<file path="src/rtl/calmon_pkg.sv">
package calmon_pkg;

    typedef enum logic [1:0] {
        CM_OFFSET   = 2'd0,
        CM_GAIN     = 2'd1,
        CM_USER     = 2'd2,
        CM_USER_ALT = 2'd3
    } cal_mode_e;

    typedef enum logic [1:0] {
        HINT_CENTRED = 2'd0,
        HINT_LOW     = 2'd1,
        HINT_HIGH    = 2'd2
    } hint_e;

    typedef struct packed {
        logic hit_even;
        logic hit_odd;
        logic below;
        logic above;
    } smp_class_t;

endpackage

</file>
<file path="src/rtl/calmon_pair_sel.sv">
module calmon_pair_sel #(
    parameter int DW = 14
) (
    input  logic [1:0]    mode,
    input  logic [DW-1:0] user_code,
    output logic [DW-1:0] even_code,
    output logic [DW-1:0] odd_code
);
    import calmon_pkg::*;

    if (DW < 2) begin : g_width_check
        $error("calmon_pair_sel needs at least two data bits");
    end

    logic [DW-1:0] base;

    always_comb begin
        case (mode)
            CM_OFFSET: base = {1'b1, {(DW-1){1'b0}}};
            CM_GAIN:   base = '0;
            default:   base = user_code;
        endcase
        even_code = {base[DW-1:1], 1'b0};
        odd_code  = {base[DW-1:1], 1'b1};
    end

endmodule

</file>
<file path="src/rtl/calmon_classify.sv">
module calmon_classify #(
    parameter int DW = 14
) (
    input  logic                   valid,
    input  logic [DW-1:0]          code,
    input  logic [DW-1:0]          even_code,
    input  logic [DW-1:0]          odd_code,
    output calmon_pkg::smp_class_t cls
);
    always_comb begin
        cls.hit_even = valid && (code == even_code);
        cls.hit_odd  = valid && (code == odd_code);
        cls.below    = valid && (code < even_code);
        cls.above    = valid && (code > odd_code);
    end

    // every sample lands in at most one class
    always_comb begin
        a_r7_class_exclusive: assert ($onehot0({cls.hit_even, cls.hit_odd, cls.below, cls.above}));
    end

endmodule

</file>
<file path="src/rtl/calmon_window.sv">
module calmon_window #(
    parameter int DW       = 14,
    parameter int MIN_LOG2 = 4,
    parameter int MAX_LOG2 = 16,
    parameter int CW       = MAX_LOG2 + 1,
    parameter int LW       = $clog2(MAX_LOG2 + 1)
) (
    input  logic          clk,
    input  logic          rst_n,
    input  logic          smp_valid,
    input  logic [1:0]    cfg_mode,
    input  logic [DW-1:0] cfg_user_code,
    input  logic [LW-1:0] cfg_win_log2,
    input  logic [CW-1:0] cfg_tol,
    output logic [1:0]    eff_mode,
    output logic [DW-1:0] eff_user_code,
    output logic [LW-1:0] eff_log2,
    output logic [CW-1:0] eff_tol,
    output logic [LW-1:0] win_log2_q,
    output logic          win_last
);
    typedef struct packed {
        logic [CW-1:0] idx;
        logic [1:0]    mode;
        logic [DW-1:0] user;
        logic [CW-1:0] tol;
        logic [LW-1:0] log2;
    } win_st_t;

    win_st_t st_d, st_q;
    logic [LW-1:0] log2_clamped;
    logic [CW-1:0] win_len;
    logic          at_start;

    always_comb begin
        if (cfg_win_log2 < LW'(MIN_LOG2))      log2_clamped = LW'(MIN_LOG2);
        else if (cfg_win_log2 > LW'(MAX_LOG2)) log2_clamped = LW'(MAX_LOG2);
        else                                   log2_clamped = cfg_win_log2;

        at_start      = (st_q.idx == '0);
        eff_mode      = at_start ? cfg_mode      : st_q.mode;
        eff_user_code = at_start ? cfg_user_code : st_q.user;
        eff_log2      = at_start ? log2_clamped  : st_q.log2;
        eff_tol       = at_start ? cfg_tol       : st_q.tol;

        win_len  = CW'(1) << eff_log2;
        win_last = smp_valid && (st_q.idx == win_len - CW'(1));

        st_d = st_q;
        if (smp_valid) begin
            if (at_start) begin
                st_d.mode = cfg_mode;
                st_d.user = cfg_user_code;
                st_d.log2 = log2_clamped;
                st_d.tol  = cfg_tol;
            end
            st_d.idx = win_last ? '0 : st_q.idx + CW'(1);
        end
    end

    always_ff @(posedge clk or negedge rst_n) begin
        if (!rst_n) begin
            st_q      <= '0;
            st_q.log2 <= LW'(MIN_LOG2);
        end else begin
            st_q <= st_d;
        end
    end

    assign win_log2_q = st_q.log2;

    // the running index never leaves the captured window
    a_r4_idx_in_window: assert property (@(posedge clk) disable iff (!rst_n)
        (st_q.idx != '0) |-> (st_q.idx < (CW'(1) << st_q.log2)));

endmodule

</file>
<file path="src/rtl/calmon_judge.sv">
module calmon_judge #(
    parameter int CW = 17,
    parameter int LW = 5
) (
    input  logic [CW-1:0] n_even,
    input  logic [CW-1:0] n_odd,
    input  logic [CW-1:0] n_below,
    input  logic [CW-1:0] n_above,
    input  logic [LW-1:0] log2,
    input  logic [CW-1:0] tol,
    output logic          balanced,
    output logic [1:0]    hint
);
    import calmon_pkg::*;

    logic [CW:0]   pair_sum;
    logic [CW:0]   half_win;
    logic [CW:0]   low_side;
    logic [CW:0]   high_side;
    logic [CW-1:0] spread;

    always_comb begin
        pair_sum  = {1'b0, n_even} + {1'b0, n_odd};
        half_win  = ((CW+1)'(1) << log2) >> 1;
        spread    = (n_even >= n_odd) ? (n_even - n_odd) : (n_odd - n_even);
        balanced  = (spread <= tol) && (pair_sum >= half_win);
        low_side  = {1'b0, n_even} + {1'b0, n_below};
        high_side = {1'b0, n_odd}  + {1'b0, n_above};
        if (balanced)                  hint = HINT_CENTRED;
        else if (low_side > high_side) hint = HINT_LOW;
        else if (high_side > low_side) hint = HINT_HIGH;
        else                           hint = HINT_CENTRED;
    end

endmodule

</file>
<file path="src/rtl/calib_transition_monitor.sv">
module calib_transition_monitor #(
    parameter int  DW       = 14,
    parameter int  MIN_LOG2 = 4,
    parameter int  MAX_LOG2 = 16,
    localparam int CW       = MAX_LOG2 + 1,
    localparam int LW       = $clog2(MAX_LOG2 + 1)
) (
    input  logic          clk,
    input  logic          rst_n,
    input  logic          smp_valid,
    input  logic [DW-1:0] smp_code,
    input  logic [1:0]    cfg_mode,
    input  logic [DW-1:0] cfg_user_code,
    input  logic [LW-1:0] cfg_win_log2,
    input  logic [CW-1:0] cfg_tol,
    output logic          res_done,
    output logic [CW-1:0] res_cnt_even,
    output logic [CW-1:0] res_cnt_odd,
    output logic [CW-1:0] res_cnt_below,
    output logic [CW-1:0] res_cnt_above,
    output logic          res_balanced,
    output logic [1:0]    res_dir,
    output logic          res_order_err
);
    import calmon_pkg::*;

    typedef struct packed {
        logic [CW-1:0] acc_even;
        logic [CW-1:0] acc_odd;
        logic [CW-1:0] acc_below;
        logic [CW-1:0] acc_above;
        logic [CW-1:0] r_even;
        logic [CW-1:0] r_odd;
        logic [CW-1:0] r_below;
        logic [CW-1:0] r_above;
        logic          r_bal;
        logic [1:0]    r_hint;
        logic          r_ord;
        logic [1:0]    r_mode;
        logic          done;
        logic          off_ok;
    } mon_st_t;

    mon_st_t s_d, s_q;

    logic [1:0]    eff_mode;
    logic [DW-1:0] eff_user_code;
    logic [LW-1:0] eff_log2;
    logic [CW-1:0] eff_tol;
    logic [LW-1:0] win_log2_q;
    logic          win_last;
    logic [DW-1:0] even_code;
    logic [DW-1:0] odd_code;
    smp_class_t    cls;
    logic [CW-1:0] fin_even, fin_odd, fin_below, fin_above;
    logic          fin_bal;
    logic [1:0]    fin_hint;

    calmon_window #(
        .DW(DW), .MIN_LOG2(MIN_LOG2), .MAX_LOG2(MAX_LOG2), .CW(CW), .LW(LW)
    ) u_window (
        .clk           (clk),
        .rst_n         (rst_n),
        .smp_valid     (smp_valid),
        .cfg_mode      (cfg_mode),
        .cfg_user_code (cfg_user_code),
        .cfg_win_log2  (cfg_win_log2),
        .cfg_tol       (cfg_tol),
        .eff_mode      (eff_mode),
        .eff_user_code (eff_user_code),
        .eff_log2      (eff_log2),
        .eff_tol       (eff_tol),
        .win_log2_q    (win_log2_q),
        .win_last      (win_last)
    );

    calmon_pair_sel #(.DW(DW)) u_pair (
        .mode      (eff_mode),
        .user_code (eff_user_code),
        .even_code (even_code),
        .odd_code  (odd_code)
    );

    calmon_classify #(.DW(DW)) u_class (
        .valid     (smp_valid),
        .code      (smp_code),
        .even_code (even_code),
        .odd_code  (odd_code),
        .cls       (cls)
    );

    calmon_judge #(.CW(CW), .LW(LW)) u_judge (
        .n_even   (fin_even),
        .n_odd    (fin_odd),
        .n_below  (fin_below),
        .n_above  (fin_above),
        .log2     (eff_log2),
        .tol      (eff_tol),
        .balanced (fin_bal),
        .hint     (fin_hint)
    );

    always_comb begin
        fin_even  = s_q.acc_even  + CW'(cls.hit_even);
        fin_odd   = s_q.acc_odd   + CW'(cls.hit_odd);
        fin_below = s_q.acc_below + CW'(cls.below);
        fin_above = s_q.acc_above + CW'(cls.above);

        s_d      = s_q;
        s_d.done = 1'b0;
        if (win_last) begin
            s_d.acc_even  = '0;
            s_d.acc_odd   = '0;
            s_d.acc_below = '0;
            s_d.acc_above = '0;
            s_d.r_even    = fin_even;
            s_d.r_odd     = fin_odd;
            s_d.r_below   = fin_below;
            s_d.r_above   = fin_above;
            s_d.r_bal     = fin_bal;
            s_d.r_hint    = fin_hint;
            s_d.r_ord     = (eff_mode == CM_GAIN) && !s_q.off_ok;
            s_d.r_mode    = eff_mode;
            s_d.done      = 1'b1;
            if ((eff_mode == CM_OFFSET) && fin_bal) s_d.off_ok = 1'b1;
        end else begin
            s_d.acc_even  = fin_even;
            s_d.acc_odd   = fin_odd;
            s_d.acc_below = fin_below;
            s_d.acc_above = fin_above;
        end
    end

    always_ff @(posedge clk or negedge rst_n) begin
        if (!rst_n) s_q <= '0;
        else        s_q <= s_d;
    end

    assign res_done      = s_q.done;
    assign res_cnt_even  = s_q.r_even;
    assign res_cnt_odd   = s_q.r_odd;
    assign res_cnt_below = s_q.r_below;
    assign res_cnt_above = s_q.r_above;
    assign res_balanced  = s_q.r_bal;
    assign res_dir       = s_q.r_hint;
    assign res_order_err = s_q.r_ord;

    // the publish strobe is a single-cycle pulse
    a_r5_done_single: assert property (@(posedge clk) disable iff (!rst_n)
        s_q.done |=> !s_q.done);

    // results only move together with the strobe
    a_r5_results_hold: assert property (@(posedge clk) disable iff (!rst_n)
        !s_q.done |-> ($stable(s_q.r_even) && $stable(s_q.r_odd) &&
                       $stable(s_q.r_below) && $stable(s_q.r_above) &&
                       $stable(s_q.r_bal) && $stable(s_q.r_hint) && $stable(s_q.r_ord)));

    // the four published counts fill the window that just closed
    a_r7_counts_fill_window: assert property (@(posedge clk) disable iff (!rst_n)
        s_q.done |-> ((CW+2)'(s_q.r_even) + (CW+2)'(s_q.r_odd) +
                      (CW+2)'(s_q.r_below) + (CW+2)'(s_q.r_above)
                      == ((CW+2)'(1) << win_log2_q)));

    // a balanced window always reports a centred hint
    a_r8_balanced_centred: assert property (@(posedge clk) disable iff (!rst_n)
        (s_q.done && s_q.r_bal) |-> (s_q.r_hint == HINT_CENTRED));

    // a balanced window holds at least half its samples on the pair
    a_r6_balanced_half: assert property (@(posedge clk) disable iff (!rst_n)
        (s_q.done && s_q.r_bal) |-> (((CW+2)'(s_q.r_even) + (CW+2)'(s_q.r_odd)) * 2
                                     >= ((CW+2)'(1) << win_log2_q)));

    // an ordering error only ever belongs to a gain window
    a_r9_order_gain_only: assert property (@(posedge clk) disable iff (!rst_n)
        s_q.r_ord |-> (s_q.r_mode == CM_GAIN));

endmodule

</file>
<file path="config.mk">
export PLATFORM = sky130hd
export DESIGN_NAME = calib_transition_monitor
export DESIGN_NICKNAME = d
export VERILOG_FILES = /design/src/rtl/calmon_pkg.sv /design/src/rtl/calmon_pair_sel.sv /design/src/rtl/calmon_classify.sv /design/src/rtl/calmon_window.sv /design/src/rtl/calmon_judge.sv /design/src/rtl/calib_transition_monitor.sv
export SDC_FILE = /design/constraint.sdc
export NUM_CORES = 1
export LEC_CHECK = 0
export ABC_AREA = 1
export BUFFER_PORTS_ARGS = -buffer_cell sky130_fd_sc_hd__buf_4
export CORE_AREA = 3 3 176 178
export DETAILED_ROUTE_END_ITERATION = 6
export DIE_AREA = 0 0 179 181
export GPL_TIMING_DRIVEN = 0
export HOLD_SLACK_MARGIN = 0.03
export PLACE_DENSITY = 0.79
export REMOVE_ABC_BUFFERS = 1
export SLEW_MARGIN = 20
export SYNTH_ARGS = -nofsm -noshare
export SYNTH_HDL_FRONTEND = slang
export SYNTH_HIERARCHICAL = 1
export SYNTH_SLANG_ARGS = --single-unit
</file>
<file path="constraint.sdc">
create_clock -name clk -period 7.6 [get_ports clk]
set_input_delay 0 -clock clk [delete_from_list [all_inputs] [get_ports clk]]
set_output_delay 0 -clock clk [all_outputs]
set_load 0.01 [all_outputs]
</file>
==> results.sh, run 1 <==
export IMPL_status="completed"
export IMPL_syn_avg_cell_area_um2=6.972
export IMPL_drc_errors=0
export IMPL_fin_nets=2859
export IMPL_hp_class="input pin to asynchronous set/reset pin"
export IMPL_fin_crit_ns=7.191
export IMPL_cts_tree="done"
export IMPL_area_growth_pct=13.95
export IMPL_crit_path_max_incr_delay_ns=0.44
export IMPL_insertion_delay_ns=0.46
export IMPL_clock_skew_ns=0.01285
export IMPL_p_total_w=0.002818
export IMPL_portBuffers=126
export IMPL_reg2reg_depth=49
export IMPL_hold_slack_ns=0.09006
export IMPL_pwr_density_cell_mw_per_mm2=140.1
export IMPL_dp_hpwl_mm=35.75
export IMPL_power_leakage_nw=11.05
export IMPL_report_final_hold_viol_count=0
export IMPL_drv_slew=0
export IMPL_via_per_inst=5.354
export IMPL_grt_pass1_wl_mm=77.26
export IMPL_drt_pass1_iter_count=6
export IMPL_diodes=0
export IMPL_dp_cells=2916
export IMPL_instances_no_fill=3025
export IMPL_ios=128
export IMPL_tightestPinTransition_ns=0.5322
export IMPL_max_freq_mhz=139.1
export IMPL_drv_cap=0
export IMPL_post_place_ws_ns=-1.163
export IMPL_crit_arrival_ns=7.55
export IMPL_grt_pass1_vias=15530
export IMPL_die_y_um=181
export IMPL_cp_max_fo=15
export IMPL_fin_util=0.6803
export IMPL_vias=16200
export IMPL_finalWirelength_mm=47.90
export IMPL_finalCritPeriodShare=0.9462
export IMPL_clock_sinks=196
export IMPL_required_ns=7.96
export IMPL_ys_warnings_count=6
export IMPL_postRouteAntennaNets=0
export IMPL_crit_path_end_kind="flip-flop"
export IMPL_dieArea_mm2=0.03240
export IMPL_cpMaxStageDelayCell="dfrtp_2"
export IMPL_htreeDepth=4
export IMPL_cpMostUsedCell="nand2_1"
export IMPL_syn_area_mm2=0.01765
export IMPL_setup_violations=0
export IMPL_routedWlPerCell_um=15.84
export IMPL_track_usage=0.2959
export IMPL_grt_overflow=0
export IMPL_worstSetupPathType="flip-flop to flip-flop"
export IMPL_grt_max_degree=84
export IMPL_startpoint="u_window/st_q[38]$_DFFE_PN0P_"
export IMPL_peakVddDrop_mv=0.1658
export IMPL_gp_congestion=0.9798
export IMPL_drive_gt1_frac=0.1564
export IMPL_start_util=0.5970
export IMPL_dieWidth_um=179
export IMPL_drt_iter0_drc=1262
export IMPL_clk_pin_slew_ns=0.08
export IMPL_slew_limit_headroom=0.6425
export IMPL_rr_startpoint="u_window/st_q[38]$_DFFE_PN0P_"
export IMPL_start_kind="flip-flop"
export IMPL_antenna_found_initial=0
export IMPL_cts_root_buf="clkbuf_16"
export IMPL_core_area_mm2=0.02956
export IMPL_final_setup_worst_slack_ns=0.4086
export IMPL_fp_row_count=63
export IMPL_numCtsBuffers=17
export IMPL_cts_buffer_depth=2
export IMPL_syn_inst=2531
critical path, delay by kind of cell (launching register included):
family | cells | cell delay [ns]
AOI/OAI and AO/OA | 7 | 1.29
DFF | 1 | 0.44
buffers and inverters | 10 | 0.92
and+or+nand+nor | 26 | 2.97
adders and majority gates | 6 | 1.43
routing by layer:
| metal | wire length (µm) | vias up | GRT usage |
|---|---|---|---|
| met5 | 0 | - | 0 |
| li1 | - | 8090 | - |
| met4 | 1389 | 0 | 0.09102 |
| met1 | 20860 | 7517 | 0.3833 |
| met2 | 23090 | 474 | 0.5037 |
| met3 | 2565 | 114 | 0.05023 |
registers in the layout (all words and copies together) (netlist names):
signal and cells:
res_balanced 1, res_cnt_above 17, res_cnt_below 17, res_cnt_even 17
res_cnt_odd 17, res_dir 2, res_done 1, res_order_err 1
s_q 69, u_window/st_q 49, u_window/win_log2_q 5
final timing paths:
| kind | endpoint | slack [ns] |
|---|---|---|
| setup / recovery | s_q[0]$_DFFE_PN0P_ | 0.41 |
| hold / removal | u_window/st_q[26]$_DFFE_PN0P_ | 0.09 |
| setup reg to reg | s_q[0]$_DFFE_PN0P_ | 0.41 |
| hold reg to reg | res_order_err$_DFFE_PN0P_ | 0.47 |
| max in group asynchronous | res_cnt_below[12]$_DFFE_PN0P_ | 7.05 |
| min in group clk | u_window/win_log2_q[4]$_DFFE_PN0P_ | 0.34 |
final cells by class:
type	instances	area [µm²]
tap	390	488.0
sequential	196	4907
multi-input combinational	1809	10830
clock inverter	14	187.7
fill	2486	9452
timing repair buffer	204	1758
inverter	394	1504
clock buffer	18	429.2
power breakdown:
part	switching, W	total (W)	internal [W]
logic	0.000418	0.000687	0.000269
clock network	0.000474	0.000950	0.000476
registers	0.0000730	0.00118	0.00111
cells in the final DEF, fill, tap and decap left out, types with 5 or more instances in the layout:
master and count:
nand3_2 12, o21ai_0 138, nand4_1 29, fa_1 5, nor2_2 26, nand3b_1 7, xor2_2 6, clkinv_1 6
nand2_4 14, o21ai_1 37, xnor2_1 22, clkinv_8 6, nor3_1 20, dfrtp_1 194, xor2_1 72, inv_4 5
ha_1 158, clkbuf_16 17, nor2_4 8, a211oi_1 6, a31oi_1 6, ha_4 11, nand2_2 51, ha_2 8
inv_2 26, nand2_1 667, nand3_1 98, o21ai_2 8, buf_4 154, a21oi_2 8, dlygate4sd3_1 41, o21a_1 5
nor2_1 193, inv_1 356, a21oi_1 129, o21bai_1 8
metrics by stage:
step / TNS [ns] / instance area, µm²
floorplan: 0 / 16730
global placement: -7.854 / 18170
detailed placement: -4.052 / 18310
CTS: 0 / 19530
global route: -0.05960 / 20110
finish: 0 / 20110
repair_timing:
action	4_1_cts	5_1_grt
hold buffers	42	0
gates resized for setup	22	95
endpoints found under the hold margin	235	0
setup endpoints to repair	4	4
pin swaps	4	22
setup buffers	4	27
gates cloned	3	1
Power figures use the tool's default switching activity.
==> run 2: changes to the inputs <==
ABC_AREA = 0   (was 1)
CORE_AREA = 3 3 171 173   (was 3 3 176 178)
DIE_AREA = 0 0 174 176   (was 0 0 179 181)
==> run 2 against run 1 <==
Net effect: the flow now finishes with violations (setup timing); power shrank 6.6%; final cell count shrank 17%; via count fell by 7.2%; maximum frequency fell by 9.3%; sequential share of layout area decreased by 0.35 points; die area decreased by 5.5%; global-route usage down 1.3 points.
==> results.sh, run 2 <==
export IMPL_largest_register="s_q"
export IMPL_drive_gt1_frac=0.2661
export IMPL_pwr_density_cell_mw_per_mm2=128.8
export IMPL_fp_row_count=61
export IMPL_postRouteAntennaNets=0
export IMPL_syn_inst=1969
export IMPL_drt_iter0_drc=1683
export IMPL_cp_max_fo=8
export IMPL_vias=15030
export IMPL_hp_class="input pin to asynchronous set/reset pin"
export IMPL_grt_overflow=0
export IMPL_core_area_mm2=0.02778
export IMPL_dieWidth_um=174
export IMPL_syn_avg_cell_area_um2=8.443
export IMPL_insertion_delay_ns=0.45
export IMPL_drv_cap=0
export IMPL_grt_max_degree=99
export IMPL_numCtsBuffers=17
export IMPL_final_common_cell="buf_4"
export IMPL_dpl_instance_area_mm2=0.01726
export IMPL_layout_common_cells="227 x buf_4, 211 x nor2_1, 188 x dfrtp_1"
export IMPL_tightestPinTransition_ns=0.8610
export IMPL_worstSetupPathType="flip-flop to flip-flop"
export IMPL_syn_area_mm2=0.01662
export IMPL_drc_errors=0
export IMPL_fin_nets=2362
export IMPL_ys_warnings_count=6
export IMPL_htreeDepth=4
export IMPL_antenna_found_initial=0
export IMPL_stdcell_area_mm2=0.02043
export IMPL_die_y_um=176
export IMPL_ios=128
export IMPL_reg2reg_to="res_dir[1]$_DFFE_PN0P_"
export IMPL_peakVddDrop_mv=0.1204
export IMPL_diodes=0
export IMPL_cpMostUsedCell="ha_4"
export IMPL_crit_path_end_kind="flip-flop"
export IMPL_routedWlPerCell_um=19.12
export IMPL_report_final_hold_viol_count=0
export IMPL_cts_buffer_depth=2
export IMPL_fin_crit_ns=7.930
export IMPL_grt_pass1_wl_mm=71.10
export IMPL_rr_startpoint="u_window/st_q[39]$_DFFE_PN0P_"
export IMPL_reg2reg_depth=37
export IMPL_via_per_inst=5.975
export IMPL_crit_path_max_incr_delay_ns=0.45
export IMPL_drt_pass1_iter_count=5
export IMPL_cts_root_buf="clkbuf_16"
export IMPL_final_setup_worst_slack_ns=-0.3302
export IMPL_grt_pass1_vias=14240
export IMPL_portBuffers=126
export IMPL_finalWirelength_mm=48.12
export IMPL_max_freq_mhz=126.1
export IMPL_start_util=0.5984
export IMPL_r2r_slack_ns=-0.33
export IMPL_cpMaxStageDelayCell="a2111o_1"
export IMPL_clk_pin_slew_ns=0.08
export IMPL_crit_arrival_ns=8.26
export IMPL_power_leakage_nw=10.27
export IMPL_gp_congestion=0.9450
export IMPL_drv_slew=0
export IMPL_clock_skew_ns=0.01553
export IMPL_setup_violations=4
export IMPL_rsz0062_at_grt="yes"
export IMPL_largest_reg_flops=69
export IMPL_finalCritPeriodShare=1.043
export IMPL_instances_no_fill=2516
export IMPL_dp_hpwl_mm=30.52
export IMPL_required_ns=7.93
export IMPL_clock_sinks=196
export IMPL_area_growth_pct=22.89
export IMPL_track_usage=0.2829
export IMPL_violations="setup timing"
export IMPL_slew_limit_headroom=0.4199
export IMPL_largestRegisters="s_q (69), u_window/st_q (49)"
export IMPL_start_kind="flip-flop"
export IMPL_dp_cells=2330
export IMPL_status="finished, violations left"
export IMPL_dieArea_mm2=0.03062
export IMPL_cts_tree="done"
## run 2: through the flow
stage / setup TNS [ns] / hold slack (ns) / utilization / power, W / setup WS [ns]
2_1_floorplan: -295.74 / -0.2956 / - / 0.001447 / -2.238
3_3_place_gp: -810.08 / 0.2440 / 0.6104 / 0.001582 / -5.621
3_5_place_dp: -11.43 / -0.2054 / 0.6214 / 0.001606 / -2.938
4_1_cts: 0 / 0.1351 / 0.7018 / 0.002586 / 0.008676
5_1_grt: -2.058 / 0.2064 / 0.7354 / 0.002745 / -0.5675
6_report: -1.093 / 0.1499 / 0.7354 / 0.002631 / -0.3302
## run 2: layer usage
metal  track usage  wire [µm]  up-vias
met4        0.1223       2414        0
met2        0.4890      23680      686
met3       0.04559       3039      167
met5             0          0        -
met1        0.3519      18990     7218
li1              -          -     6961
## run 2: repair_timing
item / in CTS / in global routing
endpoints found under the hold margin: 237 / 0
setup endpoints to repair: 4 / 4
gates resized for setup: 168 / 106
pin swaps: 45 / 75
hold buffers: 40 / 0
setup buffers: 60 / 51
gates cloned: 1 / 3
## run 2: area by class of cell
type	instances	area [µm²]
multi-input combinational	1429	11190
fill	1913	7352
sequential	196	4915
timing repair buffer	300	2591
inverter	181	679.4
tap	378	473.0
clock buffer	19	442.9
clock inverter	13	140.1
## run 2: worst max path at each step
stage / from / to / slack [ns] / depth (start not counted)
floorplan: u_window/st_q[38]$_DFFE_PN0P_ / res_balanced$_DFFE_PN0P_ / -2.24 / 14
global placement: u_window/st_q[38]$_DFFE_PN0P_ / res_cnt_below[0]$_DFFE_PN0P_ / -5.62 / 14
detailed placement: u_window/st_q[38]$_DFFE_PN0P_ / res_dir[1]$_DFFE_PN0P_ / -2.94 / 37
CTS: u_window/st_q[38]$_DFFE_PN0P_ / res_dir[1]$_DFFE_PN0P_ / 0.009 / 39
global route: u_window/st_q[39]$_DFFE_PN0P_ / res_dir[1]$_DFFE_PN0P_ / -0.57 / 42
finish: u_window/st_q[39]$_DFFE_PN0P_ / res_dir[1]$_DFFE_PN0P_ / -0.33 / 37
## run 2: power by group
group          total, W  leakage [nW]  switching, W  internal (W)
logic          0.000565          7.30      0.000312      0.000253
clock network  0.000921         0.287      0.000472      0.000448
registers       0.00115          2.68     0.0000594       0.00109
total           0.00263          10.3      0.000843       0.00179
## run 2: critical path, delay by kind of cell, from the launching register on
| family | cells | cell delay (ns) |
|---|---|---|
| multiplexers | 2 | 0.45 |
| AO/OA/AOI/OAI | 9 | 2.04 |
| XOR/XNOR | 2 | 0.60 |
| adder cells (fa/ha/maj) | 6 | 1.42 |
| buffers and inverters | 6 | 0.80 |
| AND/OR/NAND/NOR | 12 | 2.10 |
| flip-flops | 1 | 0.40 |
